File: src/rtl/hsp_pkg.sv
`timescale 1ns/1ps
package hsp_pkg;
  typedef enum logic [3:0] {
    PH_IDLE, PH_DL_CTRL, PH_DL_PAY, PH_DL_WDATA,
    PH_RD_ISSUE, PH_RD_CAP, PH_UL_PKT, PH_UL_RSP, PH_UL_DRAIN
  } phase_e;
  typedef enum logic [1:0] {RX_WAIT, RX_HOLD, RX_BYTE} rx_st_e;
  typedef enum logic [1:0] {TX_IDLE, TX_REQ, TX_SETUP, TX_DATA} tx_st_e;
endpackage

File: src/rtl/hsp_sync.sv
`timescale 1ns/1ps
module hsp_sync #(
  parameter int W = 1,
  parameter int STAGES = 2,
  parameter logic [W-1:0] INIT = '1
) (
  input  logic         clk,
  input  logic         rst_n,
  input  logic [W-1:0] d,
  output logic [W-1:0] q
);
  logic [W-1:0] stg [STAGES];

  always_ff @(posedge clk or negedge rst_n) begin
    if (!rst_n) begin
      for (int i = 0; i < STAGES; i++) stg[i] <= INIT;
    end else begin
      stg[0] <= d;
      for (int i = 1; i < STAGES; i++) stg[i] <= stg[i-1];
    end
  end

  assign q = stg[STAGES-1];
endmodule

File: src/rtl/hsp_ctl_decode.sv
`timescale 1ns/1ps
module hsp_ctl_decode #(
  parameter int BW      = 8,
  parameter int ADDR_W  = 6,
  parameter int LEN_W   = 5,
  parameter int MAX_LEN = 27,
  parameter int CNT_W   = 5
) (
  input  logic [BW-1:0]     ctrl,
  output logic              is_reg,
  output logic              is_wr,
  output logic [ADDR_W-1:0] addr,
  output logic [CNT_W-1:0]  plen
);
  logic [LEN_W-1:0] raw_len;

  assign is_reg  = ctrl[BW-1];
  assign is_wr   = ctrl[BW-2];
  assign addr    = ctrl[ADDR_W-1:0];
  assign raw_len = ctrl[LEN_W-1:0];

  // clip only when the field can exceed the limit
  generate
    if ((1 << LEN_W) - 1 > MAX_LEN) begin : g_clip
      assign plen = (CNT_W'(raw_len) > CNT_W'(MAX_LEN)) ? CNT_W'(MAX_LEN) : CNT_W'(raw_len);
    end else begin : g_pass
      assign plen = CNT_W'(raw_len);
    end
  endgenerate
endmodule

File: src/rtl/hsp_nib_rx.sv
`timescale 1ns/1ps
module hsp_nib_rx
  import hsp_pkg::*;
#(
  parameter int NW = 4
) (
  input  logic            clk,
  input  logic            rst_n,
  input  logic            en,
  input  logic            req,
  input  logic [NW-1:0]   nib_in,
  output logic            acc,
  output logic            busy,
  output logic            byte_valid,
  output logic [2*NW-1:0] byte_data,
  input  logic            byte_ready
);
  rx_st_e          st;
  logic            hi;
  logic [NW-1:0]   lo_q;
  logic [2*NW-1:0] byte_q;

  always_ff @(posedge clk or negedge rst_n) begin
    if (!rst_n) begin
      st     <= RX_WAIT;
      hi     <= 1'b0;
      lo_q   <= '0;
      byte_q <= '0;
    end else begin
      case (st)
        RX_WAIT: if (req && en) st <= RX_HOLD;
        RX_HOLD: if (!req) begin
          if (hi) begin
            byte_q <= {nib_in, lo_q};
            st     <= RX_BYTE;
          end else begin
            lo_q <= nib_in;
            hi   <= 1'b1;
            st   <= RX_WAIT;
          end
        end
        RX_BYTE: if (byte_ready) begin
          hi <= 1'b0;
          st <= RX_WAIT;
        end
        default: st <= RX_WAIT;
      endcase
    end
  end

  assign acc        = (st != RX_WAIT);
  assign busy       = (st != RX_WAIT) || hi;
  assign byte_valid = (st == RX_BYTE);
  assign byte_data  = byte_q;

  a_r2_acc_follows_req: assert property (@(posedge clk) disable iff (!rst_n)
    $rose(acc) |-> $past(req));
  a_r3_hold_accept: assert property (@(posedge clk) disable iff (!rst_n)
    (byte_valid && !byte_ready) |=> (acc && byte_valid));
endmodule

File: src/rtl/hsp_nib_tx.sv
`timescale 1ns/1ps
module hsp_nib_tx
  import hsp_pkg::*;
#(
  parameter int NW = 4
) (
  input  logic            clk,
  input  logic            rst_n,
  input  logic            in_valid,
  input  logic [2*NW-1:0] in_data,
  input  logic            in_last,
  output logic            in_ready,
  input  logic            acc,
  output logic            rreq,
  output logic            oe,
  output logic [NW-1:0]   nib_out,
  output logic            busy
);
  tx_st_e          st;
  logic            hi;
  logic            last_q;
  logic            oe_q;
  logic [2*NW-1:0] data_q;

  always_ff @(posedge clk or negedge rst_n) begin
    if (!rst_n) begin
      st     <= TX_IDLE;
      hi     <= 1'b0;
      last_q <= 1'b0;
      oe_q   <= 1'b0;
      data_q <= '0;
    end else begin
      case (st)
        TX_IDLE: if (in_valid) begin
          data_q <= in_data;
          last_q <= in_last;
          hi     <= 1'b0;
          st     <= TX_REQ;
        end
        TX_REQ: if (acc) begin
          oe_q <= 1'b1;
          st   <= TX_SETUP;
        end
        TX_SETUP: st <= TX_DATA;
        TX_DATA: if (!acc) begin
          if (!hi) begin
            hi <= 1'b1;
            st <= TX_REQ;
          end else begin
            st <= TX_IDLE;
            if (last_q) oe_q <= 1'b0;
          end
        end
        default: st <= TX_IDLE;
      endcase
    end
  end

  assign in_ready = (st == TX_IDLE);
  assign rreq     = (st == TX_REQ) || (st == TX_SETUP);
  assign oe       = oe_q;
  assign nib_out  = hi ? data_q[2*NW-1:NW] : data_q[NW-1:0];
  assign busy     = (st != TX_IDLE) || oe_q;

  a_r10_oe_after_accept: assert property (@(posedge clk) disable iff (!rst_n)
    $rose(oe) |-> $past(acc));
  a_r9_nibble_stable: assert property (@(posedge clk) disable iff (!rst_n)
    (st == TX_DATA) |-> ($stable(nib_out) && oe));
endmodule

File: src/rtl/hsp_host_port.sv
`timescale 1ns/1ps
module hsp_host_port
  import hsp_pkg::*;
#(
  parameter int          NW          = 4,
  parameter int          ADDR_W      = 6,
  parameter int          LEN_W       = 5,
  parameter int          MAX_LEN     = 27,
  parameter int          WE_BIT      = 2,
  parameter int          SYNC_STAGES = 2,
  parameter logic [7:0]  SW_INIT     = 8'h00
) (
  input  logic              clk,
  input  logic              rst_n,
  input  logic              host_txr_n,
  input  logic              host_rxa_n,
  input  logic [NW-1:0]     bus_in,
  output logic [NW-1:0]     bus_out,
  output logic              bus_oe,
  output logic              dev_txa_n,
  output logic              dev_rxr_n,
  output logic [2*NW-1:0]   sw_q,
  output logic              dl_valid,
  input  logic              dl_ready,
  output logic [2*NW-1:0]   dl_data,
  output logic              dl_last,
  input  logic              ul_valid,
  output logic              ul_ready,
  input  logic [2*NW-1:0]   ul_data,
  input  logic              ul_last,
  output logic              reg_we,
  output logic              reg_re,
  output logic [ADDR_W-1:0] reg_addr,
  output logic [2*NW-1:0]   reg_wdata,
  input  logic [2*NW-1:0]   reg_rdata
);
  localparam int BW    = 2 * NW;
  localparam int CNT_W = $clog2(MAX_LEN + 1);

  logic              txr_s, rxa_s;
  logic              rx_en, rx_acc, rx_busy, rx_valid, rx_ready;
  logic [BW-1:0]     rx_byte;
  logic              tx_valid, tx_last, tx_ready, tx_rreq, tx_oe, tx_busy;
  logic [BW-1:0]     tx_data;
  logic              dec_is_reg, dec_is_wr;
  logic [ADDR_W-1:0] dec_addr;
  logic [CNT_W-1:0]  dec_plen;

  phase_e            phase;
  logic [CNT_W-1:0]  remain;
  logic [ADDR_W-1:0] addr_q;
  logic [BW-1:0]     ctrl_q, rsp_data;
  logic              rsp_idx;
  logic              in_dl;

  hsp_sync #(.W(2), .STAGES(SYNC_STAGES), .INIT(2'b11)) u_sync (
    .clk(clk), .rst_n(rst_n), .d({host_txr_n, host_rxa_n}), .q({txr_s, rxa_s}));

  hsp_nib_rx #(.NW(NW)) u_rx (
    .clk(clk), .rst_n(rst_n), .en(rx_en), .req(!txr_s), .nib_in(bus_in),
    .acc(rx_acc), .busy(rx_busy), .byte_valid(rx_valid), .byte_data(rx_byte),
    .byte_ready(rx_ready));

  hsp_nib_tx #(.NW(NW)) u_tx (
    .clk(clk), .rst_n(rst_n), .in_valid(tx_valid), .in_data(tx_data),
    .in_last(tx_last), .in_ready(tx_ready), .acc(!rxa_s), .rreq(tx_rreq),
    .oe(tx_oe), .nib_out(bus_out), .busy(tx_busy));

  hsp_ctl_decode #(.BW(BW), .ADDR_W(ADDR_W), .LEN_W(LEN_W), .MAX_LEN(MAX_LEN),
                   .CNT_W(CNT_W)) u_dec (
    .ctrl(rx_byte), .is_reg(dec_is_reg), .is_wr(dec_is_wr), .addr(dec_addr),
    .plen(dec_plen));

  assign dev_txa_n = !rx_acc;
  assign dev_rxr_n = !tx_rreq;
  assign bus_oe    = tx_oe;
  assign in_dl     = (phase == PH_DL_CTRL) || (phase == PH_DL_PAY) || (phase == PH_DL_WDATA);
  // a waiting upload blocks the start of a download
  assign rx_en     = in_dl || ((phase == PH_IDLE) && !ul_valid);
  assign reg_addr  = addr_q;
  assign reg_wdata = rx_byte;
  assign reg_we    = (phase == PH_DL_WDATA) && rx_valid && (addr_q != '0) && sw_q[WE_BIT];
  assign reg_re    = (phase == PH_RD_ISSUE) && (addr_q != '0);

  always_comb begin
    dl_valid = 1'b0;
    dl_data  = rx_byte;
    dl_last  = 1'b0;
    rx_ready = 1'b0;
    case (phase)
      PH_DL_CTRL: if (rx_valid) begin
        if (!dec_is_reg) begin
          dl_valid = 1'b1;
          dl_last  = (dec_plen == '0);
          rx_ready = dl_ready;
        end else begin
          rx_ready = 1'b1;
        end
      end
      PH_DL_PAY: begin
        dl_valid = rx_valid;
        dl_last  = (remain == CNT_W'(1));
        rx_ready = dl_ready;
      end
      PH_DL_WDATA: rx_ready = 1'b1;
      default: ;
    endcase
  end

  always_comb begin
    tx_valid = 1'b0;
    tx_data  = ctrl_q;
    tx_last  = 1'b0;
    ul_ready = 1'b0;
    case (phase)
      PH_UL_PKT: begin
        tx_valid = ul_valid;
        tx_data  = ul_data;
        tx_last  = ul_last;
        ul_ready = tx_ready;
      end
      PH_UL_RSP: begin
        tx_valid = 1'b1;
        tx_data  = rsp_idx ? rsp_data : ctrl_q;
        tx_last  = rsp_idx;
      end
      default: ;
    endcase
  end

  always_ff @(posedge clk or negedge rst_n) begin
    if (!rst_n) begin
      phase    <= PH_IDLE;
      remain   <= '0;
      addr_q   <= '0;
      ctrl_q   <= '0;
      rsp_data <= '0;
      rsp_idx  <= 1'b0;
      sw_q     <= SW_INIT;
    end else begin
      case (phase)
        PH_IDLE: begin
          if (rx_busy)       phase <= PH_DL_CTRL;
          else if (ul_valid) phase <= PH_UL_PKT;
        end
        PH_DL_CTRL: if (rx_valid && rx_ready) begin
          ctrl_q <= rx_byte;
          addr_q <= dec_addr;
          if (!dec_is_reg) begin
            remain <= dec_plen;
            phase  <= (dec_plen == '0) ? PH_IDLE : PH_DL_PAY;
          end else if (dec_is_wr) begin
            phase <= PH_DL_WDATA;
          end else begin
            phase <= PH_RD_ISSUE;
          end
        end
        PH_DL_PAY: if (rx_valid && rx_ready) begin
          remain <= remain - CNT_W'(1);
          if (remain == CNT_W'(1)) phase <= PH_IDLE;
        end
        PH_DL_WDATA: if (rx_valid) begin
          if (addr_q == '0)      sw_q <= rx_byte;
          else if (sw_q[WE_BIT]) sw_q[WE_BIT] <= 1'b0;
          phase <= PH_IDLE;
        end
        PH_RD_ISSUE: phase <= PH_RD_CAP;
        PH_RD_CAP: begin
          rsp_data <= (addr_q == '0) ? sw_q : reg_rdata;
          rsp_idx  <= 1'b0;
          phase    <= PH_UL_RSP;
        end
        PH_UL_RSP: if (tx_valid && tx_ready) begin
          if (rsp_idx) phase <= PH_UL_DRAIN;
          else         rsp_idx <= 1'b1;
        end
        PH_UL_PKT: if (ul_valid && ul_ready && ul_last) phase <= PH_UL_DRAIN;
        PH_UL_DRAIN: if (!tx_busy) phase <= PH_IDLE;
        default: phase <= PH_IDLE;
      endcase
    end
  end

  a_r10_no_drive_in_download: assert property (@(posedge clk) disable iff (!rst_n)
    rx_busy |-> !bus_oe);
  a_r7_we_self_clear: assert property (@(posedge clk) disable iff (!rst_n)
    reg_we |=> !sw_q[WE_BIT]);
  a_r5_len_bound: assert property (@(posedge clk) disable iff (!rst_n)
    remain <= CNT_W'(MAX_LEN));
  a_r4_last_closes: assert property (@(posedge clk) disable iff (!rst_n)
    (dl_valid && dl_ready && dl_last) |=> (phase == PH_IDLE));
  a_r11_one_direction: assert property (@(posedge clk) disable iff (!rst_n)
    !(rx_busy && tx_busy));
endmodule

File: config.mk
export PLATFORM = sky130hd
export DESIGN_NAME = hsp_host_port
export DESIGN_NICKNAME = d
export VERILOG_FILES = /design/src/rtl/hsp_pkg.sv /design/src/rtl/hsp_sync.sv /design/src/rtl/hsp_ctl_decode.sv /design/src/rtl/hsp_nib_rx.sv /design/src/rtl/hsp_nib_tx.sv /design/src/rtl/hsp_host_port.sv
export SDC_FILE = /design/constraint.sdc
export NUM_CORES = 1
export LEC_CHECK = 0
export BUFFER_PORTS_ARGS = -buffer_cell sky130_fd_sc_hd__buf_2
export CORE_MARGIN = 2
export CORE_UTILIZATION = 45
export DETAILED_ROUTE_END_ITERATION = 8
export PLACE_DENSITY = 0.67
export SLEW_MARGIN = 20
export SYNTH_ARGS = -nofsm -noshare
export SYNTH_HDL_FRONTEND = slang
export SYNTH_SLANG_ARGS = --single-unit
File: constraint.sdc
create_clock -name clk -period 2.9 [get_ports clk]
set_clock_uncertainty 0.15 [all_clocks]
set_input_delay 0.58 -clock clk [delete_from_list [all_inputs] [get_ports clk]]
set_output_delay 0.58 -clock clk [all_outputs]
set_load 0.005 [all_outputs]
==> metrics.yaml, run 1 <==
route:
  drtIter0Drc: 240
  wirelength_um: 7710
  drcViolationCount: 0
  drt-pass1-iter-count: 4
  vias: 2599
  ant_nets: 0
  via_per_inst: 5.36
  wl_per_cell_um: 15.9
clock_network:
  clk_latency_ps: 350
  root_buffer: "clkbuf_8"
  cts_tree: "built"
  cts_resized: 0
  cts_setup_buffers: 0
  cts.sinks: 66
  hold_buffers: 0
  htree_num_levels: 3
  cts_inserted_buffers: 9
  clk_pin_slew_ps: 70
  cts_buffer_depth: 2
global_route:
  grtUsageTotal_pct: 19.7
  antenna_found_initial: 0
  grtUsageMet1_pct: 27.9
  grt_use_met2_pct: 29.0
  grt_first_pass_wirelength_um: 13000
  grt-ovfl-total: 0
  use_met3_pct: 6.41
  grt_pass1_vias: 2569
  grt_max_degree: 67
  grt.busiest_layer: "met2"
yosys:
  synth_mux_area_share_pct: 14.0
  syn_area_um2: 3460
  synth_adder_area_share_pct: 2.90
  yosys_warnings: 0
  synthDistinctLibCells: 54
  synth_compound_area_share_pct: 15.3
  async_reset_ff_share_pct: 100
  synth_xor_area_share_pct: 0
  synth_top_area_share_pct: 44.9
  synthSimpleGateAreaFrac_pct: 13.3
  synth_ff_type: "dfrtp_1"
  synth_area_leader_cell: "dfrtp_1"
  synth_area_per_cell_um2: 10.6
  syn_inst: 325
  synth-seq-cells: 66
  synth_top_family_by_area: "compound AO/OA/AOI/OAI gates"
  seq_area_frac_synth_pct: 47.9
  syn-num-nets: 360
  synth_area_leaders: "dfrtp_1 (45%), mux2_2 (11%), buf_4 (3.7%)"
  synth_edf_count: 0
setup_path:
  cp-end-kind: "output port"
  critPathMaxFanout: 8
  worstSetupPathType: "register to output port"
  r2r-end: "phase[1]"
  timing.rr.start: "u_tx.st[1]"
  max_stage_delay_ps: 560
  rrSetupSlack_ps: 590
  cp.arrival_ps: 1970
  crit_end: "dl_last"
  slowest_stage: "or4_1"
  worstPathRequired_ps: 2170
  cp-startpoint: "u_rx.byte_data[2]"
  path_cells: "or4_1, nor3_2, nand3_1, a21oi_1, buf_2"
  startpoint_type: "register"
  worst-r2r-cell-count: 7
sta:
  min_period_over_period_pct: 93.2
  fin_crit_ps: 2700
  rsz0062_at_grt: "false"
  slew_headroom_pct: 44.6
  fmax_mhz: 370
  setup_viol: 0
  final_max_slew_viol_count: 0
  finalHoldViolCount: 0
  worstMarginPinSlew_ps: 830
  setup_tns_ps: 0
placement:
  port_buffers: 68
  post_dp_cell_area_um2: 3770
  dp_hpwl_um: 5610
  gp_congestion: 0.846
final_layout:
  mostFrequentLayoutCells: "buf_2 (68), dfrtp_1 (62), mux2_2 (34)"
  nFillCells: 660
  drive_above_1_share_pct: 36.3
  layout_commonest_cell: "buf_2"
  antennaDiodeCount: 0
  area_delta_synth_final_pct: 14.9
  final_nets: 416
  stdcell_area_um2: 3970
die:
  chipWidth_um: 91.7
  coreArea_um2: 7330
  std_cell_rows: 31
  die-area_um2: 8400
  die_h_um: 91.7
  io_pins: 69
  initial_core_util_pct: 47.2
outcome:
  outcome: "complete, no violations"
power:
  power_density_nw_per_um2: 1090
  total_leakage_power_nw: 1.91
  ir_worst_vdd_uv: 678
worst_hold_path:
  min_path_type: "input pin to register"
job:
  max_cap_violations: 0
registers in the layout, indices dropped and copies added (netlist names), 3 cells and up:
signal and count:
phase 4, u_rx.byte_data 8, u_tx.data_q 8, reg_addr 5, remain 5, sw_q 8, rsp_data 8, u_rx.lo_q 4
ctrl_q 3
cell usage after synthesis (3+ instances only):
| master | n |
|---|---|
| dfrtp_1 | 62 |
| mux2_2 | 34 |
| nor2_1 | 25 |
| a21oi_1 | 24 |
| o21ai_0 | 19 |
| buf_4 | 17 |
| nand2_1 | 17 |
| inv_1 | 15 |
| mux2i_1 | 10 |
| ha_1 | 8 |
| o22ai_1 | 8 |
| nand3_1 | 6 |
| o2bb2ai_1 | 6 |
| nor3_1 | 5 |
| a211oi_1 | 4 |
| buf_2 | 4 |
| clkbuf_1 | 4 |
| dfstp_2 | 4 |
| nor2b_1 | 4 |
| a31oi_1 | 3 |
| nand2_2 | 3 |
| o31ai_1 | 3 |
worst min-delay path by stage:
stage	start	endpoint	slack (ps)	cells after the start
2_1_floorplan	rst_n	ctrl_q[5]	130	0
3_3_place_gp	u_sync.stg[3]	u_sync.q[1]	200	0
3_5_place_dp	u_sync.stg[2]	u_sync.q[0]	200	0
4_1_cts	host_rxa_n	u_sync.stg[2]	150	1
5_1_grt	host_txr_n	u_sync.stg[3]	150	1
6_report	host_txr_n	u_sync.stg[3]	170	1
power breakdown:
group	total, mW	switching (mW)	internal [mW]	leakage [nW]
clock	0.761	0.367	0.395	0.0990
combinational	1.79	0.881	0.908	1.00
sequential	1.78	0.467	1.31	0.807
total	4.33	1.71	2.62	1.91
per-layer routing:
layer	share of wire (%)	up-vias
li1	-	1270
met1	49	1264
met2	45	56
met3	5.3	9
met4	1.1	0
met5	0	-
stage by stage:
step	total power, mW	hold slack, ps	instances	util, %	setup slack [ps]
floorplan	3.08	134	325	-	784
global placement	3.53	196	469	51.4	535
detailed placement	3.57	199	469	51.4	489
CTS	4.36	152	485	54.1	85.3
global route	4.67	151	485	54.2	56.0
finish	4.33	175	485	54.2	197
cells by family after synthesis:
family	count (synthesis)
AO/OA/AOI/OAI	83
adder cells (fa/ha/maj)	8
AND/OR/NAND/NOR	83
flip-flops	66
buffers and inverters	41
multiplexers	44
critical path: cells and delay by family, from the launching register on:
kind,cells,cell delay [ps]
buffers and inverters,1,140
DFF,1,460
AOI/OAI and AO/OA,1,180
and+or+nand+nor,3,850
layout make-up:
class                           count  area, µm²  area share [%]
Multi-Input combinational cell    218       1580            39.7
Sequential cell                    66       1660            41.7
Tap cell                           99        124            3.12
Timing Repair Buffer               71        363            9.14
Inverter                           15       56.3            1.42
Clock inverter                      7       70.1            1.76
Clock buffer                        9        124            3.12
Note: power is estimated with default switching activity, not from simulation.
==> run 2, diff against run 1 <==
==> constraint.sdc (replaced) <==
create_clock -name clk -period 2.9 [get_ports clk]
set_clock_uncertainty 0.15 [all_clocks]
set_input_delay 0.29 -clock clk [delete_from_list [all_inputs] [get_ports clk]]
set_output_delay 0.29 -clock clk [all_outputs]
set_load 0.005 [all_outputs]
==> run 2 against run 1 <==
Compared with the run above:
- largest cell class unchanged
- clock power is essentially flat
- largest power group is now sequential cells
- critical path type unchanged
- sequential power is essentially flat
- setup slack gained 200 ps
- routed wire length shrank 0.36%
- sequential cell count is the same
==> metrics.yaml, run 2 (synthesis results as in run 1) <==
placement:
  gp_congestion: 0.774  # was 0.846
  port_buffers: 68  # unchanged
  dp_hpwl_um: 5650  # was 5610 µm
clock_network:
  cts_buffer_depth: 2  # unchanged
  cts.sinks: 66  # unchanged
  root_buffer: "clkbuf_8"  # unchanged
  cts_resized: 0  # unchanged
  clk_pin_slew_ps: 70  # about the same
  cts_inserted_buffers: 9  # unchanged
  clk_latency_ps: 340  # was 350 ps
  cts_tree: "built"  # unchanged
  htree_num_levels: 3  # unchanged
setup_path:
  startpoint_type: "register"  # unchanged
  worstPathRequired_ps: 2460  # was 2170 ps
  cp.arrival_ps: 2060  # was 1970 ps
  worstSetupPathType: "register to output port"  # unchanged
  cp-end-kind: "output port"  # unchanged
  critPathMaxFanout: 10  # was 8
sta:
  min_period_over_period_pct: 86.4  # was 93.2%
  finalHoldViolCount: 0  # unchanged
  worstMarginPinSlew_ps: 816  # was 830 ps
  fmax_mhz: 399  # was 370 MHz
  setup_tns_ps: 0  # unchanged
  setup_viol: 0  # unchanged
  final_max_slew_viol_count: 0  # unchanged
  slew_headroom_pct: 45.6  # was 44.6%
  fin_crit_ps: 2500  # was 2700 ps
  rsz0062_at_grt: "false"  # unchanged
route:
  wirelength_um: 7680  # was 7710 µm
  vias: 2635  # was 2,599
  drtIter0Drc: 126  # was 240
  drcViolationCount: 0  # unchanged
  ant_nets: 0  # unchanged
  via_per_inst: 5.40  # was 5.36
  drt-pass1-iter-count: 4  # unchanged
  wl_per_cell_um: 15.7  # was 15.9 µm
die:
  std_cell_rows: 31  # unchanged
  die-area_um2: 8400  # unchanged
  initial_core_util_pct: 47.2  # unchanged
  io_pins: 69  # unchanged
  coreArea_um2: 7330  # unchanged
  chipWidth_um: 91.7  # unchanged
  die_h_um: 91.7  # unchanged
power:
  p_clk_share_pct: 17.6  # about the same
  p_int_mw: 2.64  # was 2.62 mW
  seqPwrFrac_pct: 41.5  # was 41.1%
  p_comb_share_pct: 40.9  # was 41.3%
  swShare_pct: 38.9  # was 39.6%
  power_mw: 4.33  # about the same
  power_density_nw_per_um2: 1080  # was 1090 nW/µm²
  ir_worst_vdd_uv: 531  # was 678 µV
  total_leakage_power_nw: 1.92  # was 1.91 nW
  power.switching_mw: 1.68  # was 1.71 mW
final_layout:
  drive_above_1_share_pct: 35.0  # was 36.3%
  area_delta_synth_final_pct: 15.6  # was 14.9%
  mostFrequentLayoutCells: "buf_2 (68), dfrtp_1 (62), mux2_2 (34)"  # unchanged
  final_nets: 419  # was 416
  layout_commonest_cell: "buf_2"  # unchanged
  antennaDiodeCount: 0  # unchanged
global_route:
  grt-ovfl-total: 0  # unchanged
  grt_first_pass_wirelength_um: 12900  # was 13,000 µm
  grt_pass1_vias: 2601  # was 2,569
  grt_max_degree: 67  # unchanged
  grtUsageTotal_pct: 19.4  # was 19.7%
  antenna_found_initial: 0  # unchanged
job:
  max_cap_violations: 0  # unchanged
worst_hold_path:
  min_path_type: "input pin to register"  # unchanged
outcome:
  outcome: "complete, no violations"  # unchanged
## run 2: area by class of cell
cell class                      count  area [µm²]
Clock inverter                      4        51.3
Timing Repair Buffer               74         393
Sequential cell                    66        1660
Tap cell                           99         124
Clock buffer                       12         145
Multi-Input combinational cell    218        1570
Inverter                           15        56.3
Fill cell                         682        3330
## run 2: metal layers
metal,up-vias,wire [µm],global-route usage [%]
met5,-,0,0
met4,0,110,6.19
met3,11,371,4.35
met2,74,3620,30.0
met1,1273,3580,27.2
li1,1277,-,-
## run 2: power by group through the flow
stage	logic [mW]	registers, mW	clock network, mW
final	1.77	1.80	0.761
after global placement	1.73	1.79	0
after CTS	1.78	1.80	0.789
after floorplan	1.48	1.60	0
after detailed placement	1.77	1.81	0
after global routing	1.97	1.87	0.824
## run 2: stage by stage
step / area (µm²) / std cells / utilization (%) / setup WS, ps / hold slack [ps]
after floorplan: 3460 / 325 / - / 834 / -156
after global routing: 4000 / 488 / 54.5 / 249 / 37.6
final: 4000 / 488 / 54.5 / 395 / 38.3
after detailed placement: 3770 / 469 / 51.4 / 650 / 197
after global placement: 3770 / 469 / 51.4 / 719 / 196
after CTS: 4000 / 488 / 54.5 / 370 / 23.9
## run 2: worst max-delay path, cell delays in order (launching register included)
cell and delay, ps:
dfrtp_1 440, nor4_1 430, nand2_1 410, and3_1 330, buf_2 130
## run 2: worst paths after layout
path                            slack [ps]            to  depth (start not counted)           from
worst min register to register         210   u_sync.q[0]                          0  u_sync.stg[2]
worst max register to register         640   reg_addr[2]                          5     u_rx.st[0]
worst max-delay path                   400        reg_re                          4    reg_addr[3]
min in group asynchronous              520     remain[3]                          3          rst_n
worst min-delay path                    40  u_rx.lo_q[3]                          2      bus_in[3]
max in group asynchronous             1560       sw_q[2]                          3          rst_n
## run 2: what timing repair did
item,CTS,global route
buffers inserted,0,0
hold endpoints to repair,19,0
hold buffers,3,0
==> run 3, diff against run 2 <==
- CTS_BUF_LIST: not set -> sky130_fd_sc_hd__clkbuf_16
- PLACE_DENSITY: 0.67 -> 0.7
- clock period: 2.9 -> 2.2 ns (I/O delays scaled with it)
==> run 3 against run 2 <==
Compared with the run above:
- die area did not move
- utilization rose by 4.1 points
- final cell count rose by 4.1%
- largest power group is now combinational logic
==> metrics.yaml, run 3 (synthesis results as in run 1) <==
sta:
  setup_tns_ps: 0  # unchanged
  slew_headroom_pct: 63.8  # was 45.6%
  fmax_mhz: 462
  setup_viol: 0  # unchanged
  final_max_slew_viol_count: 0  # unchanged
  min_period_over_period_pct: 98.4
  rsz0062_at_grt: "true"  # was false
  setup_slack_ps: 35.2  # was 395 ps
  finalHoldViolCount: 0  # unchanged
  fin_crit_ps: 2160
  worstMarginPinSlew_ps: 543  # was 816 ps
clock_network:
  cts_tree: "built"  # unchanged
  htree_num_levels: 3  # unchanged
  cts_inserted_buffers: 9  # unchanged
  root_buffer: "clkbuf_16"  # was clkbuf_8
  clk_pin_slew_ps: 50  # was 70 ps
  cts_buffer_depth: 2  # unchanged
  clk_latency_ps: 330  # was 340 ps
  cts.sinks: 66  # unchanged
placement:
  port_buffers: 68  # unchanged
  gp_congestion: 0.905  # was 0.774
  dp_hpwl_um: 5900  # was 5650 µm
  post-place-ws_ps: 106  # was 650 ps
  post_dp_cell_area_um2: 3890  # was 3770 µm²
global_route:
  grt_pass1_vias: 2662  # was 2,601
  grtUsageTotal_pct: 20.3  # was 19.4%
  grt_first_pass_wirelength_um: 13400  # was 12,900 µm
  grt-ovfl-total: 0  # unchanged
  grt_max_degree: 67  # unchanged
  antenna_found_initial: 0  # unchanged
die:
  initial_core_util_pct: 47.2  # unchanged
  coreArea_um2: 7330  # unchanged
  std_cell_rows: 31  # unchanged
  die-area_um2: 8400  # unchanged
  io_pins: 69  # unchanged
  die_h_um: 91.7  # unchanged
  chipWidth_um: 91.7  # unchanged
final_layout:
  antennaDiodeCount: 0  # unchanged
  final_nets: 439  # was 419
  stdcell_area_um2: 4300  # was 4000 µm²
  layout_commonest_cell: "buf_2"  # unchanged
  mostFrequentLayoutCells: "buf_2 (68), dfrtp_1 (62), mux2_2 (34)"  # unchanged
  area_delta_synth_final_pct: 24.4  # was 15.6%
  drive_above_1_share_pct: 38.1  # was 35.0%
setup_path:
  worstPathRequired_ps: 1830  # was 2460 ps
  cp-end-kind: "output port"  # unchanged
  cp-startpoint: "u_rx.byte_data[2]"  # was reg_addr[3]
  startpoint_type: "register"  # unchanged
  cp.arrival_ps: 1790  # was 2060 ps
  slowest_stage: "or4_4"  # was dfrtp_1
  timing.rr.start: "u_rx.st[0]"  # unchanged
  max_stage_delay_ps: 540  # was 440 ps
  path_cells: "or4_4, nor3_4, nand3_2, a21oi_2, buf_2"  # was nor4_1, nand2_1, and3_1, buf_2
  critPathMaxFanout: 2  # was 10
  worstSetupPathType: "register to output port"  # unchanged
route:
  via_per_inst: 5.40  # about the same
  wirelength_um: 8140  # was 7680 µm
  drtIter0Drc: 173  # was 126
  ant_nets: 0  # unchanged
  vias: 2741  # was 2,635
  wl_per_cell_um: 16.0  # was 15.7 µm
  drt-pass1-iter-count: 4  # unchanged
  drcViolationCount: 0  # unchanged
power:
  seqPwrFrac_pct: 36.1  # was 41.5%
  p_clk_share_pct: 21.4  # was 17.6%
  total_leakage_power_nw: 2.08  # was 1.92 nW
  power_mw: 6.31  # was 4.33 mW
  p_comb_share_pct: 42.5  # was 40.9%
  swShare_pct: 37.2  # was 38.9%
  power_density_nw_per_um2: 1470  # was 1080 nW/µm²
  ir_worst_vdd_uv: 786  # was 531 µV
  p_int_mw: 3.96  # was 2.64 mW
  power.switching_mw: 2.35  # was 1.68 mW
job:
  max_cap_violations: 0  # unchanged
worst_hold_path:
  min_from: "ul_data[4]"  # was bus_in[3]
  min_path_type: "input pin to register"  # unchanged
outcome:
  outcome: "complete, no violations"  # unchanged
## run 3: changes by cell type in the layout (fill, tap and decap cells not counted), sizes merged
cell         change
clkbuf           -3
inv              +3
buf             +16
dlygate4sd3      +4
## run 3: cell type report
cell class | instances | area (µm²)
inverters | 15 | 56.3
clock inverters | 7 | 57.6
repair buffers | 94 | 578
clock buffers | 9 | 225
fillers | 631 | 3030
well taps | 99 | 124
flip-flops and latches | 66 | 1660
multi-input cells | 218 | 1600
## run 3: what timing repair did
action | CTS | global route
gates resized for setup | 2 | 5
pin swaps | 0 | 4
hold buffers | 7 | 0
setup endpoints to repair | 3 | 9
setup buffers | 0 | 2
hold endpoints to repair | 72 | 0
## run 3: routing by layer
layer  GRT usage [%]  part of all wire, %
met1            26.4                   45
met5               0                    0
met4            5.93                  1.2
met2            31.7                   46
met3            7.56                  7.3
## run 3: final timing paths
kind	to	slack (ps)	cells past startpoint
max in group asynchronous	u_sync.q[1]	1270	3
worst max register to register	phase[0]	120	7
min in group asynchronous	u_tx.st[1]	290	3
worst max-delay path	dl_last	40	5
worst min register to register	u_sync.q[0]	200	0
worst min-delay path	u_tx.data_q[4]	30	3
## run 3: critical path: cells and delay by family, from the launching register on
kind,cells,cell delay [ps]
compound gates,1,140
flops,1,370
buf+inv,1,120
simple gates,3,840
## run 3: power by group through the flow
stage / Sequential (mW) / Combinational [mW] / Clock [mW]
global placement: 2.24 / 2.57 / 0
CTS: 2.25 / 2.67 / 1.38
floorplan: 2.11 / 1.95 / 0
finish: 2.28 / 2.68 / 1.35
global route: 2.35 / 2.96 / 1.45
detailed placement: 2.26 / 2.63 / 0
## run 3: stage by stage
stage / hold slack [ps] / util (%) / std cells
finish: 27.0 / 58.7 / 508
global route: 17.4 / 58.7 / 508
CTS: 20.6 / 58.0 / 506
detailed placement: 114 / 53.0 / 483
global placement: 115 / 53.0 / 483
floorplan: -226 / - / 325
